[src/rtl/ptr_alu.sv]
module ptr_alu (
  input  logic [15:0] bc_i,
  input  logic [15:0] de_i,
  input  logic [15:0] hl_i,
  input  logic [15:0] sp_i,
  input  logic [1:0]  pair_sel_i,
  input  logic [7:0]  ofs_i,
  input  logic [2:0]  op_i,
  input  logic [3:0]  flags_i,
  output logic [15:0] result_o,
  output logic [3:0]  flags_o,
  output logic [1:0]  dest_o
);
  localparam logic [1:0] PAIR_HL = 2'd2;
  localparam logic [1:0] PAIR_SP = 2'd3;

  logic [15:0] pair_v;
  always_comb begin
    case (pair_sel_i)
      2'd0:    pair_v = bc_i;
      2'd1:    pair_v = de_i;
      2'd2:    pair_v = hl_i;
      default: pair_v = sp_i;
    endcase
  end

  wire [16:0] pair_sum = {1'b0, hl_i} + {1'b0, pair_v};
  wire [12:0] pair_mid = {1'b0, hl_i[11:0]} + {1'b0, pair_v[11:0]};
  wire [15:0] ofs_ext  = {{8{ofs_i[7]}}, ofs_i};
  wire [15:0] ofs_sum  = sp_i + ofs_ext;
  wire [8:0]  ofs_low  = {1'b0, sp_i[7:0]} + {1'b0, ofs_i};
  wire [4:0]  ofs_nib  = {1'b0, sp_i[3:0]} + {1'b0, ofs_i[3:0]};
  wire [3:0]  ofs_flg  = {2'b00, ofs_nib[4], ofs_low[8]};

  always_comb begin
    result_o = hl_i;
    flags_o  = flags_i;
    dest_o   = PAIR_HL;
    case (op_i)
      3'd0: begin
        result_o = pair_sum[15:0];
        flags_o  = {flags_i[3], 1'b0, pair_mid[12], pair_sum[16]};
      end
      3'd1: begin
        result_o = ofs_sum;
        flags_o  = ofs_flg;
        dest_o   = PAIR_SP;
      end
      3'd2: begin
        result_o = ofs_sum;
        flags_o  = ofs_flg;
      end
      3'd3: begin
        result_o = pair_v + 16'd1;
        dest_o   = pair_sel_i;
      end
      3'd4: begin
        result_o = pair_v - 16'd1;
        dest_o   = pair_sel_i;
      end
      3'd5: result_o = hl_i + 16'd1;
      3'd6: result_o = hl_i - 16'd1;
      default: ;
    endcase
  end
endmodule

[config.mk]
export PLATFORM = sky130hd
export DESIGN_NAME = ptr_alu
export DESIGN_NICKNAME = d
export VERILOG_FILES = /design/src/rtl/ptr_alu.sv
export SDC_FILE = /design/constraint.sdc
export NUM_CORES = 1
export LEC_CHECK = 0
export BUFFER_PORTS_ARGS = -buffer_cell sky130_fd_sc_hd__buf_2
export CORE_MARGIN = 4
export CORE_UTILIZATION = 45
export DETAILED_ROUTE_END_ITERATION = 12
export PLACE_DENSITY = 0.77
export SLEW_MARGIN = 5
export SYNTH_ARGS = -nofsm -noshare
export SYNTH_HDL_FRONTEND = slang
export SYNTH_SLANG_ARGS = --single-unit
[constraint.sdc]
create_clock -name vclk -period 8.4
set_input_delay 1.68 -clock vclk [all_inputs]
set_output_delay 1.68 -clock vclk [all_outputs]
set_load 0.05 [all_outputs]
==> results of run 1 <==
routing by layer:
layer  routed length, µm  share of wire, %
met1                5300                41
met2                6250                48
met3                1340                10
met4                 127              0.98
met5                   0                 0
per-stage QoR:
stage / cells / total power [mW] / setup slack, ns / instance area (µm²)
final: 675 / 0.434 / 1.30 / 4280
after global routing: 675 / 0.467 / 1.09 / 4280
after detailed placement: 675 / 0.422 / 1.39 / 4280
after CTS: 675 / 0.425 / 1.38 / 4280
after floorplan: 484 / 0.315 / 1.52 / 3690
after global placement: 675 / 0.417 / 1.47 / 4280
cell usage in the layout, fill, tap and decap left out, types with 6 or more instances in the layout:
cell type / netlist / routed
o21bai_1: 7 / 7
nand2b_1: 9 / 9
nand3_1: 9 / 9
a31oi_1: 10 / 10
buf_2: 2 / 103
mux4_1: 6 / 6
mux4_2: 10 / 10
xnor2_1: 28 / 28
inv_1: 14 / 14
a21oi_1: 55 / 55
nor3_1: 10 / 10
xor2_1: 24 / 24
a211oi_1: 6 / 6
or2_2: 6 / 6
ha_1: 61 / 61
a21o_1: 20 / 20
nor2_1: 36 / 36
nand2_1: 37 / 37
o22ai_1: 6 / 6
o21ai_0: 33 / 33
cell families after synthesis:
family | Yosys count | share of synthesized area [%]
AOI/OAI and AO/OA | 186 | 33.2
xor gates and xnor gates | 52 | 12.3
adders and majority gates | 66 | 23.1
buffers and inverters | 30 | 3.32
muxes | 20 | 11.5
and+or+nand+nor | 130 | 16.5
cell type report:
class / count / share of cell area (%)
inverters: 14 / 1.23
well taps: 102 / 2.98
multi-input cells: 454 / 83.4
repair buffers: 105 / 12.4
power by group through the flow:
| stage | combinational [mW] | clock (mW) | sequential (mW) |
|---|---|---|---|
| floorplan | 0.315 | 0 | 0 |
| global placement | 0.417 | 0 | 0 |
| detailed placement | 0.422 | 0 | 0 |
| CTS | 0.425 | 0 | 0 |
| global route | 0.467 | 0 | 0 |
| finish | 0.434 | 0 | 0 |
how the worst max path moves through the flow:
stage | start | end | slack [ns] | depth (start not counted)
4_1_cts | op_i[1] | result_o[15] | 1.38 | 14
3_3_place_gp | pair_sel_i[0] | result_o[12] | 1.47 | 13
5_1_grt | op_i[0] | result_o[15] | 1.09 | 14
2_1_floorplan | op_i[0] | result_o[15] | 1.52 | 13
6_report | op_i[1] | result_o[15] | 1.30 | 14
3_5_place_dp | op_i[1] | result_o[15] | 1.39 | 14
==> results_dict.tcl, run 1 <==
set metrics [dict create \
    run_status "finished, final reports clean" \
    io_pins 103 \
    yosys_warnings 0 \
    worstHoldEndpoint "flags_o[3]" \
    io_buffer_count 103 \
    p_sw_share_pct 62.8 \
    final_nets 721 \
    fillCellCount 790 \
    first_pass_iters 5 \
    wl_per_cell_um 19.3 \
    hold_path_depth 3 \
    grt_pass1_wl_um 20500 \
    die_area_mm2 0.00972 \
    power_frac_clock_pct 0 \
    max_freq_ghz 0.141 \
    yosys.area.top_type "ha_1" \
    final_core_util_pct 54.5 \
    grt_use_met1_pct 35.1 \
    nClkBuffers 0 \
    setup_viol 0 \
    synth_seq_area_share_pct 0 \
    hold_path_class "input pin to primary output" \
    start_util_pct 47.1 \
    hold_start "flags_i[3]" \
    syn_to_final_growth_pct 15.9 \
    yosysUniqueCellTypes 58 \
    seqPwrFrac_pct 0 \
    crit_top_cell "buf_2" \
    grt_busiest_layer "met2" \
    grt_pass1_vias 4149 \
    row_count 32 \
    cp-start-kind "input pin" \
    synth.most_common_cell "ha_1" \
    drive_gt1_share_pct 22.3 \
    maxCapViolCount 0 \
    internal_power_mw 0.161 \
    core_area_mm2 0.00785 \
    tightest_slew_ns 1.25 \
    via_count 4409 \
    slew_headroom_pct 15.7 \
    place_hpwl_um 11000 \
    pwr-share-comb_pct 100.0 \
    routed_wl_um 13000 \
    synthTopCellsByCount "ha_1, a21oi_1, nand2_1" \
    worstPathRequired_ns 6.72 \
    cp-end-kind "primary output" \
    crit_path_max_incr_delay_ns 0.53 \
    grt_start_max_net_pins 32 \
    critPathKind "input pin to primary output" \
    cts_setup_buffers 0 \
    postRouteAntennaNets 0 \
    power_density_mw_per_mm2 101 \
    chipWidth_um 98.6 \
    syn-num-nets 630 \
    crit_fanout 20 \
    cp_num_buf_inv 3 \
    postCtsResizedCells 0 \
    p_sw_mw 0.272 \
    n_antenna_cell 0 \
    syn_inst 484 \
    seq_cells 0 \
    die_h_um 98.6 \
    critPathSlowestCell "nor2_1" \
    ir_drop_mv 0.0393 \
    netlist_top_cells_area "ha_1, a21oi_1, xnor2_1, mux4_2, xor2_1" \
    leakage_nw 2.05 \
    seqCellArea_um2 0 \
    hold_viol 0 \
    fin_crit_sh_pct 84.5 \
    slew_viol_final 0 \
    rsz0062_at_grt "false" \
    fin_crit_ns 7.10 \
    cpLargestDelayFamily "simple AND/OR/NAND/NOR gates" \
    fin_tns_setup_ns 0 \
    worstPathCellList "buf_2, nor2_1, and2_1, buf_4, ha_1, and3_1, a31oi_1, o21ai_0, o41ai_2, o21ai_1, xnor2_1, a222oi_1, nand4_1, buf_2" \
    multiInputGateArea_mm2 0.00357 \
    synth.cell_area_mm2 0.00369 \
    drc_errors 0 \
    overflow 0 \
    vias_per_cell 6.53 \
    cts_hold_buf 0 \
    place_congestion 0.951 \
    drt_iter0_drc 532 \
    cp.arrival_ns 5.42 \
    avgSynthCellArea_um2 7.63 \
    netlist.area_leader.share_pct 20.7 \
    track_usage_pct 25.3 \
    use_met3_pct 2.55 \
    hold_ws_ns 3.77 \
    use_met2_pct 44.1 \
    antenna_found_initial 0 \
]
No activity file was read; power rests on OpenSTA's default activity.
==> run 2, diff against run 1 <==
- clock period: 8.4 -> 6.8 ns (I/O delays scaled with it)
==> results_dict.tcl, run 2 (synthesis results as in run 1) <==
set metrics [dict create \
    power_density_mw_per_mm2 125 \
    crit_fanout 17 \
    cpLargestDelayFamily "compound AO/OA/AOI/OAI gates" \
    chipWidth_um 98.6 \
    hold_path_class "input pin to primary output" \
    postCtsResizedCells 0 \
    wl_per_cell_um 19.7 \
    cp_num_buf_inv 2 \
    postRouteAntennaNets 0 \
    maxCapViolCount 0 \
    drt_iter0_drc 543 \
    syn_to_final_growth_pct 16.7 \
    hold_viol 0 \
    crit_top_cell "buf_2" \
    ir_drop_mv 0.0579 \
    layoutNonFillerInstCount 679 \
    fin_tns_setup_ns 0 \
    die_area_mm2 0.00972 \
    grt_pass1_vias 4041 \
    final_nets 725 \
    final_cell_mix "buf_2, ha_1, a21oi_1" \
    setup_viol 0 \
    fin_crit_sh_pct 91.3 \
    worstPathCellList "buf_2, mux4_2, ha_1, fa_1, and3_1, o2111ai_1, nand3_1, a41oi_1, nor2b_1, xnor2_1, a221oi_1, o22ai_1, buf_2" \
    track_usage_pct 25.7 \
    via_count 4464 \
    cp-start-kind "input pin" \
    first_pass_iters 6 \
    cts_setup_buffers 0 \
    core_area_mm2 0.00785 \
    multiInputGateArea_mm2 0.00357 \
    grt_pass1_wl_um 20600 \
    max_freq_ghz 0.161 \
    run_status "finished, final reports clean" \
    critPathKind "input pin to primary output" \
    antenna_found_initial 0 \
    crit_path_max_incr_delay_ns 0.46 \
    overflow 0 \
    seqCellArea_um2 0 \
    critical_path.startpoint "pair_sel_i[1]" \
    drc_errors 0 \
    mostFrequentLayoutCell "buf_2" \
    place_congestion 1.03 \
    io_pins 103 \
    routed_wl_um 13400 \
    worstPathRequired_ns 5.44 \
    leakage_nw 2.07 \
    grt_start_max_net_pins 29 \
    cp.arrival_ns 4.85 \
    nClkBuffers 0 \
    row_count 32 \
    dpl.cell_count 679 \
    fillCellCount 786 \
    n_antenna_cell 0 \
    rsz0062_at_grt "false" \
    die_h_um 98.6 \
    io_buffer_count 103 \
    start_util_pct 47.1 \
    vias_per_cell 6.57 \
    place_hpwl_um 11300 \
    cp-end-kind "primary output" \
    seq_cells 0 \
    slew_headroom_pct 51.9 \
    fin_crit_ns 6.21 \
    slew_viol_final 0 \
    hold_start "flags_i[3]" \
    tightest_slew_ns 0.720 \
    critPathSlowestCell "mux4_2" \
    drive_gt1_share_pct 22.9 \
    cts_hold_buf 0 \
]
-- run 2: cell types whose count changed in the layout (fill, tap and decap cells not counted), sizes merged --
| cell | delta |
|---|---|
| buf | +4 |
-- run 2: final timing paths --
path | to | slack [ns] | cells after the start
worst max-delay path | result_o[12] | 0.59 | 13
worst min-delay path | flags_o[3] | 3.13 | 3
-- run 2: worst min-delay path, stage by stage --
cell and delay (ns):
buf_2 0.09, nor2b_1 0.11, buf_2 0.20
-- run 2: cell type report --
class | instances | area share, %
inverter | 14 | 1.22
multi-input combinational | 454 | 82.8
tap | 102 | 2.96
timing repair buffer | 109 | 13.0
-- run 2: layer usage --
metal	track usage [%]	share of wire, %	up-vias
met5	0	0	-
met4	4.10	1.9	0
met2	43.1	47	248
met1	35.7	40	2116
met3	3.47	11	26
li1	-	-	2074
-- run 2: report_power, final --
group | leakage [nW] | switching, mW | total, mW | internal, mW
registers | 0 | 0 | 0 | 0
logic | 2.07 | 0.339 | 0.540 | 0.201
clock network | 0 | 0 | 0 | 0
-- run 2: through the flow --
stage | setup WS [ns] | hold WS, ns | total power, mW | area, µm² | util (%)
2_1_floorplan | 0.565 | 2.99 | 0.389 | 3690 | -
3_3_place_gp | 0.739 | 3.12 | 0.521 | 4310 | 54.9
3_5_place_dp | 0.694 | 3.12 | 0.526 | 4310 | 54.9
4_1_cts | 0.692 | 3.12 | 0.530 | 4310 | 54.9
5_1_grt | 0.417 | 3.14 | 0.580 | 4310 | 54.9
6_report | 0.594 | 3.13 | 0.540 | 4310 | 54.9
